File: src/rtl/rail_sup_pkg.sv
`timescale 1ns/1ps
package rail_sup_pkg;

    typedef enum logic [1:0] {
        CH_RUN = 2'd0,
        CH_OV  = 2'd1,
        CH_UV  = 2'd2,
        CH_OFF = 2'd3
    } ch_state_e;

    typedef struct packed {
        ch_state_e state;
    } chan_reg_t;

    typedef struct packed {
        logic s1;
        logic s2;
        logic s3;
        logic armed;
    } rearm_reg_t;

    localparam int FLAG_OV   = 0;
    localparam int FLAG_UV   = 1;
    localparam int FLAG_GOOD = 2;
    localparam int FLAGS_PER_CH = 3;

endpackage

File: src/rtl/glitch_filter.sv
`timescale 1ns/1ps
module glitch_filter #(
    parameter int FILT_CYCLES = 500
) (
    input  logic clk,
    input  logic rst_n,
    input  logic in_i,
    output logic out_o
);
    localparam int CW = (FILT_CYCLES > 1) ? $clog2(FILT_CYCLES) : 1;

    typedef struct packed {
        logic          out;
        logic [CW-1:0] cnt;
    } filt_reg_t;

    filt_reg_t q, d;

    always_comb begin
        d = q;
        if (in_i != q.out) begin
            if (q.cnt == CW'(FILT_CYCLES - 1)) begin
                d.out = in_i;
                d.cnt = '0;
            end else begin
                d.cnt = q.cnt + CW'(1);
            end
        end else begin
            d.cnt = '0;
        end
    end

    always_ff @(posedge clk or negedge rst_n) begin
        if (!rst_n) q <= '0;
        else        q <= d;
    end

    assign out_o = q.out;

    // output only moves to a level the input held on the previous edge
    assert_follow_input_R2: assert property (@(posedge clk) disable iff (!rst_n)
        (q.out != $past(q.out)) |-> (q.out == $past(in_i)));

endmodule

File: src/rtl/rearm_detect.sv
`timescale 1ns/1ps
module rearm_detect
    import rail_sup_pkg::*;
#(
    parameter int NSRC = 2
) (
    input  logic            clk,
    input  logic            rst_n,
    input  logic [NSRC-1:0] src_i,
    output logic            clr_o
);
    logic [NSRC-1:0] hit;

    for (genvar k = 0; k < NSRC; k++) begin : g_src
        rearm_reg_t q, d;
        logic rise, fall;

        always_comb begin
            rise = q.s2 && !q.s3;
            fall = q.s3 && !q.s2;
            d    = q;
            d.s1 = src_i[k];
            d.s2 = q.s1;
            d.s3 = q.s2;
            if (fall)      d.armed = 1'b1;
            else if (rise) d.armed = 1'b0;
        end

        always_ff @(posedge clk or negedge rst_n) begin
            if (!rst_n) q <= '0;
            else        q <= d;
        end

        assign hit[k] = rise && q.armed;

        // a clear needs a fresh low phase, so it never repeats on the next edge
        assert_single_clear_R11: assert property (@(posedge clk) disable iff (!rst_n)
            hit[k] |=> !hit[k]);
    end

    assign clr_o = |hit;

endmodule

File: src/rtl/rail_channel.sv
`timescale 1ns/1ps
module rail_channel
    import rail_sup_pkg::*;
(
    input  logic clk,
    input  logic rst_n,
    input  logic ov_f_i,
    input  logic uv_f_i,
    input  logic good_f_i,
    input  logic kill_i,
    input  logic clr_i,
    output logic pgood_o,
    output logic lo_force_o,
    output logic hiz_o,
    output logic faulted_o
);
    chan_reg_t q, d;

    always_comb begin
        d = q;
        if (clr_i) begin
            d.state = CH_RUN;
        end else if (q.state == CH_RUN) begin
            if (ov_f_i)      d.state = CH_OV;
            else if (uv_f_i) d.state = CH_UV;
            else if (kill_i) d.state = CH_OFF;
        end
    end

    always_ff @(posedge clk or negedge rst_n) begin
        if (!rst_n) q <= '{state: CH_RUN};
        else        q <= d;
    end

    assign pgood_o    = (q.state == CH_RUN) && good_f_i;
    assign lo_force_o = (q.state == CH_OV);
    assign hiz_o      = (q.state == CH_UV) || (q.state == CH_OFF);
    assign faulted_o  = (q.state != CH_RUN);

    assert_ov_cause_R5: assert property (@(posedge clk) disable iff (!rst_n)
        $rose(lo_force_o) |-> $past(ov_f_i));

    assert_ov_hold_R5: assert property (@(posedge clk) disable iff (!rst_n)
        (lo_force_o && !clr_i) |=> lo_force_o);

    assert_hiz_cause_R6: assert property (@(posedge clk) disable iff (!rst_n)
        $rose(hiz_o) |-> $past(uv_f_i || kill_i));

    assert_ov_wins_R8: assert property (@(posedge clk) disable iff (!rst_n)
        (!faulted_o && ov_f_i && uv_f_i && !clr_i) |=> lo_force_o);

endmodule

File: src/rtl/dual_rail_supervisor.sv
`timescale 1ns/1ps
module dual_rail_supervisor
    import rail_sup_pkg::*;
#(
    parameter int FILT_CYCLES = 500
) (
    input  logic clk,
    input  logic rst_n,
    input  logic ref_from_main,
    input  logic main_ov,
    input  logic main_uv,
    input  logic main_win_bad,
    input  logic main_at90,
    input  logic main_ss_done,
    input  logic main_en,
    input  logic main_supply_ok,
    input  logic term_ov,
    input  logic term_uv,
    input  logic term_win_bad,
    input  logic term_at90,
    input  logic term_ss_done,
    input  logic term_ref_ok,
    input  logic term_supply_ok,
    output logic main_pgood,
    output logic main_lo_force,
    output logic main_hiz,
    output logic term_pgood,
    output logic term_lo_force,
    output logic term_hiz
);
    localparam int NFLAG = 2 * FLAGS_PER_CH;
    localparam int TOFS  = FLAGS_PER_CH;

    logic [NFLAG-1:0] raw, filt;
    logic main_clr, term_clr, main_fault, term_fault, term_kill;

    always_comb begin
        raw[FLAG_OV]          = main_ov;
        raw[FLAG_UV]          = main_uv && main_ss_done;
        raw[FLAG_GOOD]        = main_ss_done && main_at90 && !main_win_bad;
        raw[TOFS + FLAG_OV]   = term_ov;
        raw[TOFS + FLAG_UV]   = term_uv && term_ss_done;
        raw[TOFS + FLAG_GOOD] = term_ss_done && term_at90 && !term_win_bad;
    end

    for (genvar i = 0; i < NFLAG; i++) begin : g_filt
        glitch_filter #(.FILT_CYCLES(FILT_CYCLES)) u_filt (
            .clk   (clk),
            .rst_n (rst_n),
            .in_i  (raw[i]),
            .out_o (filt[i])
        );
    end

    rearm_detect #(.NSRC(2)) u_main_rearm (
        .clk   (clk),
        .rst_n (rst_n),
        .src_i ({main_en, main_supply_ok}),
        .clr_o (main_clr)
    );

    rearm_detect #(.NSRC(2)) u_term_rearm (
        .clk   (clk),
        .rst_n (rst_n),
        .src_i ({term_ref_ok, term_supply_ok}),
        .clr_o (term_clr)
    );

    rail_channel u_main (
        .clk        (clk),
        .rst_n      (rst_n),
        .ov_f_i     (filt[FLAG_OV]),
        .uv_f_i     (filt[FLAG_UV]),
        .good_f_i   (filt[FLAG_GOOD]),
        .kill_i     (1'b0),
        .clr_i      (main_clr),
        .pgood_o    (main_pgood),
        .lo_force_o (main_lo_force),
        .hiz_o      (main_hiz),
        .faulted_o  (main_fault)
    );

    assign term_kill = ref_from_main && main_fault;

    rail_channel u_term (
        .clk        (clk),
        .rst_n      (rst_n),
        .ov_f_i     (filt[TOFS + FLAG_OV]),
        .uv_f_i     (filt[TOFS + FLAG_UV]),
        .good_f_i   (filt[TOFS + FLAG_GOOD]),
        .kill_i     (term_kill),
        .clr_i      (term_clr),
        .pgood_o    (term_pgood),
        .lo_force_o (term_lo_force),
        .hiz_o      (term_hiz),
        .faulted_o  (term_fault)
    );

    // termination off-state without its own undervoltage must come from the main rail
    assert_cross_kill_R10: assert property (@(posedge clk) disable iff (!rst_n)
        ($rose(term_hiz) && !$past(filt[TOFS + FLAG_UV])) |-> $past(ref_from_main && main_fault));

    // termination state never feeds the main channel
    assert_main_isolated_R9: assert property (@(posedge clk) disable iff (!rst_n)
        ($rose(main_fault)) |-> $past(filt[FLAG_OV] || filt[FLAG_UV]));

    assert_term_fault_seen_R12: assert property (@(posedge clk) disable iff (!rst_n)
        $rose(term_fault) |-> $past(filt[TOFS + FLAG_OV] || filt[TOFS + FLAG_UV] || term_kill));

endmodule

File: config.mk
export PLATFORM = sky130hd
export DESIGN_NAME = dual_rail_supervisor
export DESIGN_NICKNAME = d
export VERILOG_FILES = /design/src/rtl/rail_sup_pkg.sv /design/src/rtl/glitch_filter.sv /design/src/rtl/rearm_detect.sv /design/src/rtl/rail_channel.sv /design/src/rtl/dual_rail_supervisor.sv
export SDC_FILE = /design/constraint.sdc
export NUM_CORES = 1
export LEC_CHECK = 0
export BUFFER_PORTS_ARGS = -buffer_cell sky130_fd_sc_hd__buf_2
export CORE_ASPECT_RATIO = 0.8
export CORE_MARGIN = 8
export CORE_UTILIZATION = 54
export CTS_CLUSTER_SIZE = 16
export DETAILED_ROUTE_END_ITERATION = 8
export HOLD_SLACK_MARGIN = 0.03
export PLACE_DENSITY = 0.75
export SLEW_MARGIN = 20
export SYNTH_ARGS = -nofsm -noshare
export SYNTH_HDL_FRONTEND = slang
export SYNTH_HIERARCHICAL = 1
export SYNTH_SLANG_ARGS = --single-unit
export TNS_END_PERCENT = 50
File: constraint.sdc
create_clock -name clk -period 1.2 [get_ports clk]
set_input_delay 0.06 -clock clk [delete_from_list [all_inputs] [get_ports clk]]
set_output_delay 0.06 -clock clk [all_outputs]
set_load 0.03 [all_outputs]
==> results of run 1 <==
layer usage:
metal,track usage,vias up,part of all wire
met4,0.07167,0,0.023
li1,-,1441,-
met2,0.2970,62,0.54
met1,0.2072,1519,0.40
met3,0.04422,21,0.031
met5,0,-,0
critical path, delay by kind of cell (launching register included):
family | cells | cell delay (ps)
AO/OA/AOI/OAI | 1 | 240
flip-flops | 1 | 440
AND/OR/NAND/NOR | 2 | 620
sequential cells by signal (all words and copies together) (netlist names):
signal	cells
u_term_rearm/g_src.q	4
g_filt.u_filt/out_o	6
u_term/q	2
u_term_rearm/g_src.d	4
g_filt.u_filt/q	54
u_main_rearm/g_src.d	4
u_main_rearm/g_src.q	4
u_main/q	2
path summary, 6_finish.rpt:
| path | start | end | depth (start not counted) |
|---|---|---|---|
| min in group asynchronous | rst_n | g_filt[2].u_filt/q[1] | 3 |
| max in group asynchronous | rst_n | g_filt[0].u_filt/q[2] | 3 |
| hold / removal | main_uv | g_filt[1].u_filt/out_o | 3 |
| hold reg to reg | u_term_rearm/g_src[1].d[2] | u_term_rearm/g_src[1].d[1] | 0 |
| setup reg to reg | g_filt[1].u_filt/q[5] | g_filt[1].u_filt/q[7] | 3 |
| setup / recovery | g_filt[1].u_filt/q[5] | g_filt[1].u_filt/q[7] | 3 |
cell type report:
type | instances | area, um^2 | share of cell area
Multi-Input combinational cell | 236 | 2086 | 0.3800
Sequential cell | 80 | 2006 | 0.3654
Timing Repair Buffer | 112 | 929.6 | 0.1694
Clock buffer | 11 | 141.4 | 0.02576
Clock inverter | 5 | 127.6 | 0.02325
Tap cell | 87 | 108.9 | 0.01983
Inverter | 24 | 90.09 | 0.01641
power groups by stage:
stage	Combinational, mW	Sequential [mW]	Clock [mW]
6_report	0.952	2.95	2.62
5_1_grt	1.03	2.96	2.76
4_1_cts	0.881	2.94	2.65
3_5_place_dp	0.778	2.97	0
3_3_place_gp	0.754	2.97	0
2_1_floorplan	0.445	2.95	0
layout by cell type (no fill, tap or decap), types with 7 or more instances in the layout:
cell	count
dfrtp_1	77
buf_4	59
buf_6	27
nor2_1	22
nand2_1	21
inv_1	20
xnor2_1	18
o21ai_0	17
buf_2	17
clkbuf_8	10
a21oi_1	10
mux2_4	10
nor2_2	9
and3b_1	8
or3_1	8
nor2b_1	8
ha_1	8
nand3_4	7
dlygate4sd3_1	7
timing repair:
item | in CTS | in global routing
hold buffers | 7 | 0
cloned | 0 | 0
hold endpoints to repair | 86 | 0
pin swaps | 37 | 41
setup buffers | 11 | 10
endpoints found under the setup margin | 51 | 53
gates resized for setup | 47 | 65
==> impl_metrics.json, run 1 <==
{
  "ant_nets": 0,
  "root_buffer": "clkbuf_8",
  "yosys_warnings": 6,
  "gp_congestion": 0.8320,
  "cp-end-kind": "register",
  "finalCriticalPeriod_ps": 1405,
  "grt_setup_unrepaired": "true",
  "dieArea_um2": 9773,
  "coreArea_um2": 6756,
  "hold_path.class": "in -> reg",
  "fin_area_um2": 5489,
  "regToRegSetupSlack_ps": -200,
  "hold_viol_final": 0,
  "dpl_cell_area_um2": 4441,
  "drc": 0,
  "post-route-period-util": 1.171,
  "fin_cells": 555,
  "placed_cells": 512,
  "rows": 27,
  "cts.path.max_buffers": 2,
  "fin_tns_setup_ps": -4352,
  "critical_path_required_ps": 1450,
  "io_buffers": 22,
  "ioPinCount": 23,
  "grt_pass1_vias": 3111,
  "switching_share": 0.2444,
  "finalPower_mw": 6.517,
  "cap_viol_max_count": 0,
  "crit_slowest_cell": "or4_1",
  "vias": 3043,
  "die-width_um": 108.5,
  "timing.hold.ws_ps": 121.2,
  "clk-insertion-delay-late_ps": 360,
  "n_antenna_cell": 0,
  "clockPowerShare": 0.402,
  "first_iter_violations": 103,
  "grt_max_degree": 81,
  "netlist_area_um2": 3700,
  "track_usage": 0.1759,
  "grt_pass1_wl_um": 13940,
  "comb_power_share": 0.146,
  "postSynthCellCount": 341,
  "p_leak_nw": 2.297,
  "peakVddDrop_uv": 1445,
  "fin_ws_ps": -204.8,
  "violations": "negative setup slack",
  "syn_to_final_growth_pct": 48.36,
  "drv_slew": 0,
  "path_cells": "nand2_2 -> or4_1 -> a31oi_1",
  "grt_overflow": 0,
  "start_kind": "register",
  "p_per_area_nw_per_um2": 1187,
  "switchingPower_mw": 1.593,
  "max_stage_delay_ps": 540,
  "hpwl_um": 5280,
  "tritoncts": "yes",
  "cp_max_fo": 5,
  "final_layout_size_suffix_gt1_frac": 0.4274,
  "fin_skew_ps": 15.19,
  "start_util": 0.5476,
  "p_seq_frac": 0.452,
  "internal-power_mw": 4.924,
  "setup_viol": 50,
  "via_per_inst": 5.483,
  "dr.pass1.iters": 4,
  "wl_um": 9277,
  "nNetsFinal": 494,
  "cts_buffers": 9,
  "status": "finished, violations left",
  "fin_util": 0.8124,
  "clock.fmax_mhz": 711.9,
  "cts.reportedPaths.clkPinSlew_ps": 90,
  "pre_cts_ws_ps": -153.5,
  "htreeDepth": 3,
  "wl_per_cell_um": 16.72,
  "worstSetupPathType": "reg -> reg",
  "die-height_um": 90.04,
  "worstPathArrival_ps": 1660,
  "antenna_found_initial": 0,
  "clock-sinks": 80,
  "avgSynthCellArea_um2": 10.85,
  "fillCellCount": 370
}
Power figures use the tool's default switching activity.
==> inputs of run 2 (changes only) <==
- SKIP_LAST_GASP: not set -> 1
==> impl_metrics.json, run 2 (synthesis gave the netlist of run 1 again) <==
{
  "dpl_cell_area_um2": 4441,
  "htreeDepth": 3,
  "dieArea_um2": 9773,
  "path_cells": "buf_6 -> nand3_4 -> or4_4 -> a31oi_2",
  "cap_viol_max_count": 0,
  "hpwl_um": 5280,
  "gp_congestion": 0.8320,
  "p_per_area_nw_per_um2": 1190,
  "track_usage": 0.1756,
  "antenna_found_initial": 0,
  "layout_common_cells": "dfrtp_1, buf_4, nor2_1",
  "max_stage_delay_ps": 450,
  "grt_setup_unrepaired": "true",
  "worstSetupPathType": "reg -> reg",
  "cp_num_buf_inv": 1,
  "n_antenna_cell": 0,
  "clock-sinks": 80,
  "cts_buffers": 9,
  "cp-end-kind": "register",
  "grt_pass1_wl_um": 13920,
  "grt_pass1_vias": 3101,
  "cts.path.max_buffers": 2,
  "root_buffer": "clkbuf_8",
  "clk-insertion-delay-late_ps": 360,
  "layout_commonest_cell": "dfrtp_1",
  "coreArea_um2": 6756,
  "finalCriticalPeriod_ps": 1407,
  "top_register": "g_filt.u_filt/q",
  "clock.fmax_mhz": 710.9,
  "timing.hold.ws_ps": 123.3,
  "grt_max_degree": 81,
  "cp_max_fo": 2,
  "worstPathArrival_ps": 1680,
  "vias": 3073,
  "tritoncts": "yes",
  "critical_path_required_ps": 1470,
  "start_util": 0.5476,
  "syn_to_final_growth_pct": 46.70,
  "ioPinCount": 23,
  "first_iter_violations": 103,
  "final_layout_size_suffix_gt1_frac": 0.4090,
  "nNetsFinal": 493,
  "fin_area_um2": 5428,
  "wl_um": 9128,
  "peakVddDrop_uv": 1446,
  "die-width_um": 108.5,
  "crit_family": "simple AND/OR/NAND/NOR gates",
  "via_per_inst": 5.547,
  "rows": 27,
  "drv_slew": 0,
  "io_buffers": 22,
  "hold_viol_final": 0,
  "dr.pass1.iters": 4,
  "cts.reportedPaths.clkPinSlew_ps": 90,
  "regToRegSetupSlack_ps": -210,
  "ant_nets": 0,
  "status": "finished, violations left",
  "crit_slowest_cell": "or4_4",
  "post-route-period-util": 1.172,
  "die-height_um": 90.04,
  "largest_reg_flops": 54,
  "violations": "negative setup slack",
  "setup_viol": 52,
  "start_kind": "register",
  "fin_ws_ps": -206.7,
  "hold_path.class": "in -> reg",
  "wl_per_cell_um": 16.48,
  "grt_overflow": 0,
  "fin_skew_ps": 15.07,
  "p_leak_nw": 2.287,
  "drc": 0
}
## run 2: worst min-delay path: stages
cell    delay (ps)
buf_2           70
and2_1         160
mux2_4         150
## run 2: per-stage QoR
stage / setup TNS [ps] / instances / utilization / power (mW) / setup WS, ps
6_report: -4319 / 554 / 0.8033 / 6.459 / -206.7
3_3_place_gp: -2801 / 512 / 0.6572 / 3.719 / -118.4
2_1_floorplan: -1580 / 342 / - / 3.400 / -83.15
3_5_place_dp: -4276 / 512 / 0.6572 / 3.749 / -153.5
4_1_cts: -3572 / 545 / 0.7541 / 6.447 / -140.4
5_1_grt: -7603 / 554 / 0.8033 / 6.705 / -231.6
## run 2: where the power goes
group | total, mW | switching [mW] | internal (mW)
Clock | 2.60 | 0.953 | 1.65
Combinational | 0.912 | 0.503 | 0.409
Sequential | 2.94 | 0.113 | 2.83
## run 2: layout make-up
cell class / count / area [um^2]
Tap cell: 87 / 108.9
Inverter: 24 / 90.09
Sequential cell: 80 / 2006
Clock inverter: 5 / 127.6
Multi-Input combinational cell: 236 / 2054
Clock buffer: 11 / 141.4
Fill cell: 377 / 1329
Timing Repair Buffer: 111 / 899.6
## run 2: path summary, 6_finish.rpt
path | endpoint | from | cells after the start
max | g_filt[2].u_filt/q[7] | g_filt[2].u_filt/q[0] | 4
min | g_filt[4].u_filt/out_o | term_uv | 3
max reg2reg | g_filt[2].u_filt/q[7] | g_filt[2].u_filt/q[0] | 4
min reg2reg | u_term_rearm/g_src[1].d[1] | u_term_rearm/g_src[1].d[2] | 0
max in group asynchronous | g_filt[0].u_filt/q[2] | rst_n | 3
min in group asynchronous | g_filt[5].u_filt/q[7] | rst_n | 3
## run 2: layer usage
| layer | up-vias | wire length, um | part of all wire | GRT usage |
|---|---|---|---|---|
| met5 | - | 0 | 0 | 0 |
| li1 | 1447 | - | - | - |
| met4 | 0 | 263 | 0.029 | 0.07167 |
| met2 | 47 | 4910 | 0.54 | 0.2939 |
| met1 | 1554 | 3715 | 0.41 | 0.2086 |
| met3 | 25 | 239 | 0.026 | 0.04494 |
## run 2: timing repair
item,CTS,global route
gates resized for setup,40,56
hold buffers,7,0
endpoints found under the hold margin,86,0
pin swaps,25,34
buffers inserted,11,9
endpoints found under the setup margin,51,53
